<file path="src/rtl/wdog2_pkg.sv">
package wdog2_pkg;

  typedef enum logic [1:0] {
    EVK_IRQ   = 2'd0,
    EVK_SPARE = 2'd1,
    EVK_SMI   = 2'd2,
    EVK_QUIET = 2'd3
  } evt_kind_e;

  typedef struct packed {
    logic      reboot_en;
    logic      fast;
    evt_kind_e kind;
  } wd_cfg_t;

  typedef struct packed {
    logic lock;
    logic free_run;
    logic enable;
  } wd_ctl_t;

  typedef struct packed {
    logic irq;
    logic smi;
  } evt_sel_t;

  localparam wd_cfg_t CFG_RESET = '{reboot_en: 1'b1, fast: 1'b0, kind: EVK_IRQ};
  localparam wd_ctl_t CTL_RESET = '{lock: 1'b0, free_run: 1'b0, enable: 1'b0};

  // Map the configured event kind onto the two warning lines.
  function automatic evt_sel_t evt_decode(evt_kind_e k);
    evt_sel_t s;
    s = '0;
    case (k)
      EVK_IRQ: s.irq = 1'b1;
      EVK_SMI: s.smi = 1'b1;
      default: s = '0;
    endcase
    return s;
  endfunction

endpackage

</file>
<file path="src/rtl/wdog2_prescale.sv">
module wdog2_prescale #(
  parameter int SLOW_SHIFT = 15,
  parameter int FAST_SHIFT = 5
) (
  input  logic clk,
  input  logic rst_n,
  input  logic clear,
  input  logic run,
  input  logic fast,
  output logic tick
);
  localparam int PS_W = SLOW_SHIFT;
  localparam logic [PS_W-1:0] FAST_MASK = PS_W'((64'd1 << FAST_SHIFT) - 64'd1);
  localparam logic [PS_W-1:0] SLOW_MASK = '1;

  logic [PS_W-1:0] ps_q;

  // A unit boundary is reached when every bit under the selected mask is set.
  function automatic logic at_boundary(logic [PS_W-1:0] v, logic f);
    logic [PS_W-1:0] m;
    m = f ? FAST_MASK : SLOW_MASK;
    return (v & m) == m;
  endfunction

  assign tick = run && at_boundary(ps_q, fast);

  always_ff @(posedge clk or negedge rst_n) begin
    if (!rst_n)     ps_q <= '0;
    else if (clear) ps_q <= '0;
    else if (run)   ps_q <= ps_q + 1'b1;
  end
endmodule

</file>
<file path="src/rtl/wdog2_stage_ctr.sv">
module wdog2_stage_ctr #(
  parameter int CNT_W = 20
) (
  input  logic             clk,
  input  logic             rst_n,
  input  logic             load,
  input  logic [CNT_W-1:0] load_val,
  input  logic             dec,
  output logic             last
);
  logic [CNT_W-1:0] cnt_q;

  always_ff @(posedge clk or negedge rst_n) begin
    if (!rst_n)                      cnt_q <= '1;
    else if (load)                   cnt_q <= load_val;
    else if (dec && cnt_q != '0)     cnt_q <= cnt_q - 1'b1;
  end

  // Zero is treated as one unit so that every stage lasts at least one tick.
  assign last = (cnt_q <= CNT_W'(1));
endmodule

</file>
<file path="src/rtl/wdog2_ctl.sv">
module wdog2_ctl
  import wdog2_pkg::*;
#(
  parameter int PRELOAD_W = 20
) (
  input  logic                 clk,
  input  logic                 rst_n,
  input  logic                 cfg_we,
  input  wd_cfg_t              cfg_in,
  input  logic                 ctl_we,
  input  wd_ctl_t              ctl_in,
  input  logic                 ld1_we,
  input  logic                 ld2_we,
  input  logic [PRELOAD_W-1:0] ld_value,
  input  logic                 kick,
  input  logic                 clr_prev,
  input  logic                 tick,
  input  logic                 last,
  output logic                 running,
  output logic                 fast,
  output logic                 load,
  output logic [PRELOAD_W-1:0] load_val,
  output logic                 irq_pulse,
  output logic                 smi_pulse,
  output logic                 reboot_req,
  output logic                 stage2,
  output logic                 prev_reboot,
  output logic                 ctl_enabled
);
  localparam logic [PRELOAD_W-1:0] PL_RESET = '1;

  wd_cfg_t               cfg_q;
  wd_ctl_t               ctl_q;
  logic [PRELOAD_W-1:0]  pl1_q, pl2_q;
  logic                  stage_q, run_q, prev_q;
  logic                  irq_q, smi_q, rbt_q;

  logic     ctl_ok, stop, start, kick_ok, expire, pre_empt;
  logic     exp1, exp2, boot, wrap, restart1, halt;
  evt_sel_t sel;

  always_comb begin
    ctl_ok   = ctl_we && !ctl_q.lock;
    stop     = ctl_ok && !ctl_in.enable;
    start    = ctl_ok && ctl_in.enable && !ctl_q.enable;
    kick_ok  = kick && ctl_q.enable;
    expire   = run_q && tick && last;
    pre_empt = stop || start || kick_ok;
    exp1     = expire && !pre_empt && !stage_q;
    exp2     = expire && !pre_empt && stage_q;
    boot     = exp2 && cfg_q.reboot_en;
    wrap     = exp2 && !cfg_q.reboot_en && ctl_q.free_run;
    restart1 = (!stop && (start || kick_ok)) || wrap;
    halt     = stop || (exp2 && !wrap);
    sel      = evt_decode(cfg_q.kind);
  end

  assign load     = restart1 || exp1;
  assign load_val = exp1 ? pl2_q : pl1_q;
  assign running  = run_q;
  assign fast     = cfg_q.fast;

  always_ff @(posedge clk or negedge rst_n) begin
    if (!rst_n) begin
      cfg_q   <= CFG_RESET;
      ctl_q   <= CTL_RESET;
      pl1_q   <= PL_RESET;
      pl2_q   <= PL_RESET;
      stage_q <= 1'b0;
      run_q   <= 1'b0;
      prev_q  <= 1'b0;
    end else if (boot) begin
      cfg_q   <= CFG_RESET;
      ctl_q   <= CTL_RESET;
      pl1_q   <= PL_RESET;
      pl2_q   <= PL_RESET;
      stage_q <= 1'b0;
      run_q   <= 1'b0;
      prev_q  <= 1'b1;
    end else begin
      if (cfg_we) cfg_q <= cfg_in;
      if (ctl_ok) ctl_q <= ctl_in;
      if (ld1_we) pl1_q <= ld_value;
      if (ld2_we) pl2_q <= ld_value;
      if (restart1) begin
        stage_q <= 1'b0;
        run_q   <= 1'b1;
      end else if (exp1) begin
        stage_q <= 1'b1;
      end else if (halt) begin
        run_q   <= 1'b0;
      end
      if (clr_prev) prev_q <= 1'b0;
    end
  end

  always_ff @(posedge clk or negedge rst_n) begin
    if (!rst_n) begin
      irq_q <= 1'b0;
      smi_q <= 1'b0;
      rbt_q <= 1'b0;
    end else begin
      irq_q <= exp1 && sel.irq;
      smi_q <= exp1 && sel.smi;
      rbt_q <= boot;
    end
  end

  assign irq_pulse   = irq_q;
  assign smi_pulse   = smi_q;
  assign reboot_req  = rbt_q;
  assign stage2      = stage_q;
  assign prev_reboot = prev_q;
  assign ctl_enabled = ctl_q.enable;
endmodule

</file>
<file path="src/rtl/wdog2_core.sv">
module wdog2_core
  import wdog2_pkg::*;
#(
  parameter int PRELOAD_W  = 20,
  parameter int SLOW_SHIFT = 15,
  parameter int FAST_SHIFT = 5
) (
  input  logic                 clk,
  input  logic                 rst_n,
  input  logic                 cfg_we,
  input  logic                 cfg_reboot_en,
  input  logic                 cfg_fast,
  input  logic [1:0]           cfg_evt_kind,
  input  logic                 ctl_we,
  input  logic                 ctl_enable,
  input  logic                 ctl_free_run,
  input  logic                 ctl_lock,
  input  logic                 ld1_we,
  input  logic                 ld2_we,
  input  logic [PRELOAD_W-1:0] ld_value,
  input  logic                 kick,
  input  logic                 clr_prev,
  output logic                 irq_pulse,
  output logic                 smi_pulse,
  output logic                 reboot_req,
  output logic                 stage2,
  output logic                 prev_reboot
);
  wd_cfg_t cfg_in;
  wd_ctl_t ctl_in;

  // Named internal events, also observed by the bound checker.
  logic                 unit_tick;
  logic                 stage_last;
  logic                 cnt_running;
  logic                 scale_fast;
  logic                 stage_load;
  logic [PRELOAD_W-1:0] stage_load_val;
  logic                 ctl_enabled;

  assign cfg_in = '{reboot_en: cfg_reboot_en, fast: cfg_fast, kind: evt_kind_e'(cfg_evt_kind)};
  assign ctl_in = '{lock: ctl_lock, free_run: ctl_free_run, enable: ctl_enable};

  wdog2_prescale #(
    .SLOW_SHIFT(SLOW_SHIFT),
    .FAST_SHIFT(FAST_SHIFT)
  ) u_prescale (
    .clk  (clk),
    .rst_n(rst_n),
    .clear(stage_load),
    .run  (cnt_running),
    .fast (scale_fast),
    .tick (unit_tick)
  );

  wdog2_stage_ctr #(
    .CNT_W(PRELOAD_W)
  ) u_stage_ctr (
    .clk     (clk),
    .rst_n   (rst_n),
    .load    (stage_load),
    .load_val(stage_load_val),
    .dec     (unit_tick),
    .last    (stage_last)
  );

  wdog2_ctl #(
    .PRELOAD_W(PRELOAD_W)
  ) u_ctl (
    .clk        (clk),
    .rst_n      (rst_n),
    .cfg_we     (cfg_we),
    .cfg_in     (cfg_in),
    .ctl_we     (ctl_we),
    .ctl_in     (ctl_in),
    .ld1_we     (ld1_we),
    .ld2_we     (ld2_we),
    .ld_value   (ld_value),
    .kick       (kick),
    .clr_prev   (clr_prev),
    .tick       (unit_tick),
    .last       (stage_last),
    .running    (cnt_running),
    .fast       (scale_fast),
    .load       (stage_load),
    .load_val   (stage_load_val),
    .irq_pulse  (irq_pulse),
    .smi_pulse  (smi_pulse),
    .reboot_req (reboot_req),
    .stage2     (stage2),
    .prev_reboot(prev_reboot),
    .ctl_enabled(ctl_enabled)
  );
endmodule

</file>
<file path="config.mk">
export PLATFORM = sky130hd
export DESIGN_NAME = wdog2_core
export DESIGN_NICKNAME = d
export VERILOG_FILES = /design/src/rtl/wdog2_pkg.sv /design/src/rtl/wdog2_prescale.sv /design/src/rtl/wdog2_stage_ctr.sv /design/src/rtl/wdog2_ctl.sv /design/src/rtl/wdog2_core.sv
export SDC_FILE = /design/constraint.sdc
export NUM_CORES = 1
export LEC_CHECK = 0
export BUFFER_PORTS_ARGS = -buffer_cell sky130_fd_sc_hd__buf_2
export CORE_ASPECT_RATIO = 0.7
export CORE_MARGIN = 3
export CORE_UTILIZATION = 52
export CTS_BUF_LIST = sky130_fd_sc_hd__clkbuf_4
export DETAILED_ROUTE_END_ITERATION = 7
export GPL_ROUTABILITY_DRIVEN = 0
export HOLD_SLACK_MARGIN = 0.1
export PLACE_DENSITY_LB_ADDON = 0.12
export SYNTH_ARGS = -nofsm -noshare
export SYNTH_HDL_FRONTEND = slang
export SYNTH_HIERARCHICAL = 1
export SYNTH_SLANG_ARGS = --single-unit
export TNS_END_PERCENT = 100
</file>
<file path="constraint.sdc">
create_clock -name clk -period 3 [get_ports clk]
set_input_delay 0.3 -clock clk [delete_from_list [all_inputs] [get_ports clk]]
set_output_delay 0.3 -clock clk [all_outputs]
set_load 0.03 [all_outputs]
</file>
Yosys cells after proc, flatten, opt, wreduce, memory -nomap -nowiden
Cells that the tools add are included.
Widths: inputs -> output; s select.
{"block": "totals", "register_bits": 88, "latchBits": 0, "ramBits": 0, "rom_bits": 0, "wordCells": 93, "memories": 0}
{"block": "op_classes", "addsub": 2, "n_mul": 0, "div": 0, "n_lt_le_gt_ge": 1, "n_eq_ne": 3, "shifts": 0, "muxes": 25, "n_bitwise": 1, "reduce_logical": 45}
{"op": "$mux 20", "n": 7}
{"op": "$mux 15", "n": 3}
{"op": "$le 20x1->1 const B", "n": 1}
{"op": "$reduce_bool 20->1", "n": 1}
{"op": "$sub 20x1->20 const B", "n": 1}
{"op": "$logic_and 1x1->1", "n": 19}
{"op": "$add 15x1->15 const B", "n": 1}
{"op": "$and 15x15->15", "n": 1}
{"op": "$eq 15x15->1", "n": 1}
{"op": "$reduce_bool 2->1", "n": 7}
{"op": "$mux 1", "n": 11}
{"op": "$logic_not 1->1", "n": 8}
{"op": "$mux 4", "n": 2}
{"op": "$logic_or 1x1->1", "n": 6}
{"op": "$mux 3", "n": 2}
{"op": "$reduce_bool 3->1", "n": 2}
{"op": "$ne 3x3->1 const B", "n": 1}
{"op": "$eq 2x2->1 const B", "n": 1}
{"op": "$logic_not 2->1", "n": 1}
{"op": "$reduce_and 2->1", "n": 1}

Longest topological paths before layout
{"block": "depth", "word_depth": 18, "depth_mapped": 12}

Modules after synthesis
Netlist, hierarchy kept.
{"module": "wdog2_ctl", "n_inst": 1, "cells_per_inst": 205, "area_each_um2": 2562.5, "seq_area_each_um2": 1377.6}
{"module": "wdog2_stage_ctr", "n_inst": 1, "cells_per_inst": 138, "area_each_um2": 1272.5, "seq_area_each_um2": 525.5}
{"module": "wdog2_prescale", "n_inst": 1, "cells_per_inst": 84, "area_each_um2": 812.0, "seq_area_each_um2": 375.4}

Least setup slack after synthesis
No wires, ideal clock.
{"block": "synth_path", "path_kind": "flip-flop to flip-flop", "start": "register u_stage_ctr.cnt_q[8]", "end": "register u_prescale.ps_q[11]", "t_arrival_ns": 3.093, "required_ns": 2.872, "slack_ns": -0.221, "path_stages_with_launch": 13, "n_path_buf": 2, "path_cell_list": "dfstp_2 or4_4 or3_1 buf_6 nor3_1 nand3_1 a2111oi_4 nand2_1 o21ai_0 o211ai_2 buf_2 nor4_1 mux2_1"}
{"block": "synth_via", "elab_chain_cells": 9, "elab_cells_between_ends": 11}
{"item": "from (decl)", "line_no": "wdog2_stage_ctr.sv:11", "rtl": "logic [CNT_W-1:0] cnt_q;"}
{"item": "from (signal assigned)", "line_no": "wdog2_stage_ctr.sv:15", "rtl": "else if (load) cnt_q <= load_val;"}
{"item": "from (signal assigned)", "line_no": "wdog2_stage_ctr.sv:16", "rtl": "else if (dec && cnt_q != '0) cnt_q <= cnt_q - 1'b1;"}
{"item": "$le 20x1->1 *", "line_no": "wdog2_stage_ctr.sv:20", "rtl": "assign last = (cnt_q <= CNT_W'(1));"}
{"item": "net stage_last", "line_no": "wdog2_core.sv:34", "rtl": "logic stage_last;"}
{"item": "$logic_and 1x1->1 *", "line_no": "wdog2_ctl.sv:47", "rtl": "expire = run_q && tick && last;"}
{"item": "$logic_and 1x1->1 *", "line_no": "wdog2_ctl.sv:49, wdog2_ctl.sv:50"}
{"item": "$logic_and 1x1->1", "line_no": "wdog2_ctl.sv:50", "rtl": "exp2 = expire && !pre_empt && stage_q;"}
{"item": "$logic_and 1x1->1 (2 in a row)", "line_no": "wdog2_ctl.sv:52", "rtl": "wrap = exp2 && !cfg_q.reboot_en && ctl_q.free_run;"}
{"item": "$logic_or 1x1->1", "line_no": "wdog2_ctl.sv:53", "rtl": "restart1 = (!stop && (start || kick_ok)) || wrap;"}
{"item": "$logic_or 1x1->1 *", "line_no": "wdog2_ctl.sv:58", "rtl": "assign load = restart1 || exp1;"}
{"item": "net stage_load", "line_no": "wdog2_core.sv:37", "rtl": "logic stage_load;"}
{"item": "$mux 15 / $reduce_bool 2->1 (equally long branches)"}
{"item": "to (signal assigned)", "line_no": "wdog2_prescale.sv:30", "rtl": "else if (run) ps_q <= ps_q + 1'b1;"}
{"item": "to (decl)", "line_no": "wdog2_prescale.sv:16", "rtl": "logic [PS_W-1:0] ps_q;"}
The timed path passes the listed nets; every way through them passes the cells marked *.
A chain may end at the register's enable or synchronous reset.

Worst setup path after layout
{"block": "layout_path", "start": "register u_stage_ctr.cnt_q[8]", "end": "register u_prescale.ps_q[9]"}
Same word-level chain as after synthesis.

==> metrics <==
status finished clean; Critical Path Slowest Stage Cell or4_4; clk root buf clkbuf_4; Primary FF master, synth dfstp_2; Synth Instances between 400 and 500; grt ovf 0; drt pass-1 iters 4; Total GRT Usage 20.1%; final setup fails 0; Finished Core Util 68.4%; vias in the first global route around 3,300; Worst EP required 3370 ps; post-synth cell types between 50 and 60; Ports 40; cts bufs inserted 9; Max-Slew Margin vs Limit between 20 and 30%; vias per std cell 5.29; top-area cell type share of the netlist area 34.5%; Total Die Area 0.0101 sq mm; FFs w/ async S/R, synth 100%; TritonCTS Sinks between 80 and 90; Hold WS about 170 ps; drt wl/cell 15.4 microns; Post-synth top cells nand2_1, dfstp_2, mux2i_1; Filler cells 635; Worst-Skew Late Latency 430 ps; power per cell area 510 mW/mm^2; crit-path cells or4_4, or3_4, nor3_4, nand3_2, a2111oi_4, nand2_1, o21ai_4, o211ai_4, buf_12, or4_4, a21oi_1; period utilization approximately 98%; Clk pin slew, worst setup/hold paths 130 ps; Worst Max-Slew Pin Slew 1060 ps; fin. max-slew vios 0; Final #Nets 563; Syn Std Cell Area ~0.0046 sq mm; YS warnings 6; clock buffer depth 2; min Tclk post-route 2940 ps; CP dominant cell by count or4_4; ant diodes 0; post-place setup slack -180 ps; post-synthesis sequential element count just under 90; leakage 0.00263 uW; Syn Nets 466; crit path capture type register; Port Buffers 39; final hold vios 0; Worst Path Buf+Inv 1; num rows 28; setup ws final 56.9 ps; initial antenna violation count 0; CTS tree yes; H-tree Lvls 3; pin count of the biggest net entering global routing 89; Layout area overhead 26.4%; RSZ-0062 raised after global routing yes; share of layout cells above drive strength 1 40.2%; CP top delay family simple AND/OR/NAND/NOR gates; Critical Path Source Type register; top-count cell post-synth nand2_1; Seq/Total Area, Yosys 49.0%; VDD IR max 0.000318 V; starting density of the core 54.1%; DRT iter0 DRCs slightly above 200; final antenna-violating net count 0; first-pass GRT wire length approximately 16 mm; Total Wirelength 9.95 mm; Peak Freq 340 MHz; post-synth top area cell dfstp_2; Largest stage delay, worst path 530 ps; Die W 119 microns; area of the core 0.00858 sq mm; critical path arrival 3310 ps; clock skew 13.9 ps; Tightest Hold Check Type primary input to register; total number of vias 3,429; overall power 2990 uW; crit-path max FO 5; leading post-synthesis cells by cell area dfstp_2, dfrtp_1, mux2i_1; setup TNS 0 ps; Final HPWL DP ~6.4 mm; Post-synth EDFFs 0; Max-cap violations 0; Avg Cell Area, Syn between 10 and 15 sq um; DRC 0; critical path class register to register; Die Y about 85 microns
## final timing paths
path | startpoint | slack (ps) | end | depth (start not counted)
max reg2reg | u_stage_ctr/cnt_q[8] | 60 | u_prescale/ps_q[9] | 11
min reg2reg | u_ctl/cfg_q[1] | 480 | u_ctl/irq_pulse | 1
max in group asynchronous | rst_n | 1760 | u_ctl/prev_reboot | 2
min | ctl_we | 170 | u_ctl/ctl_q[2] | 3
min in group asynchronous | rst_n | 580 | u_ctl/irq_pulse | 2
max | u_stage_ctr/cnt_q[8] | 60 | u_prescale/ps_q[9] | 11
## state kept, by name, summed over array words and instances, names as in the netlist
name	cells
u_ctl/pl1_q	20
u_ctl/smi_pulse	1
u_ctl/stage2	1
u_ctl/pl2_q	20
u_ctl/reboot_req	1
u_ctl/ctl_enabled	1
u_ctl/running	1
u_ctl/cfg_q	3
u_prescale/ps_q	15
u_stage_ctr/cnt_q	20
u_ctl/fast	1
u_ctl/ctl_q	2
u_ctl/irq_pulse	1
u_ctl/prev_reboot	1
## through the flow
stage / instance area, sq um / cells
3_5_place_dp: 5190 / 593
3_3_place_gp: 5190 / 593
4_1_cts: 5680 / 640
6_report: 5870 / 648
2_1_floorplan: 4720 / 427
5_1_grt: 5870 / 648
## routing by layer
| layer | vias up | track usage, % | part of all wire, % |
|---|---|---|---|
| li1 | 1704 | - | - |
| met1 | 1641 | 29.1 | 49 |
| met2 | 75 | 30.4 | 46 |
| met3 | 9 | 5.00 | 4.3 |
| met4 | 0 | 5.36 | 1.0 |
| met5 | - | 0 | 0 |
## cell usage in the layout (no fill, tap or decap), types with 6 or more instances in the layout
master         synthesis  routed
dfrtp_1               27      27
xnor2_1                7       7
nand4_1                8       8
buf_2                  6      38
a21oi_1                9       8
mux2_4                18      24
o21ai_0               24      14
nor3_1                 8       7
buf_6                  2       6
o21ai_1                1       7
dlygate4sd3_1          0      28
nor2_1                22      22
xor2_1                14      14
dfstp_2               61      61
inv_1                  9       9
buf_4                  0      29
mux2i_1               46      46
nand2_1               70      66
nand3_1                7       6
clkbuf_4               0      10
## tightest hold or removal path: cells and delay by family
family / cells / cell delay, ps
compound gates: 1 / 70
simple gates: 1 / 90
buf+inv: 1 / 110
## kinds of logic (layout without fill, tap and decap cells)
| logic type | count (synthesis) | count (layout) | synth area share (%) |
|---|---|---|---|
| fa+ha+maj | 4 | 4 | 1.08 |
| buf+inv | 30 | 131 | 3.15 |
| simple gates | 158 | 158 | 17.3 |
| flops | 88 | 88 | 49.0 |
| mux | 75 | 75 | 18.4 |
| xor+xnor | 21 | 21 | 3.96 |
| compound gates | 51 | 51 | 7.05 |
## cell type report
type | instances | area, sq um | share of cell area (%)
flip-flops and latches | 88 | 2280 | 38.8
multi-input cells | 309 | 2390 | 40.6
inverters | 9 | 33.8 | 0.575
clock buffers | 10 | 75.1 | 1.28
clock inverters | 5 | 72.6 | 1.24
well taps | 120 | 150 | 2.56
repair buffers | 107 | 876 | 14.9
## power breakdown
group	total [uW]	internal, uW	switching (uW)
clock network	714	337	377
logic	681	350	330
registers	1600	1450	147
## timing repair
| item | CTS | global route |
|---|---|---|
| hold buffers | 28 | 0 |
| pin swaps | 5 | 1 |
| setup endpoints to repair | 14 | 10 |
| resized for setup | 3 | 33 |
| hold endpoints to repair | 74 | 0 |
| setup buffers | 4 | 7 |
| gates cloned | 0 | 1 |
No activity file was read; power rests on OpenSTA's default activity.
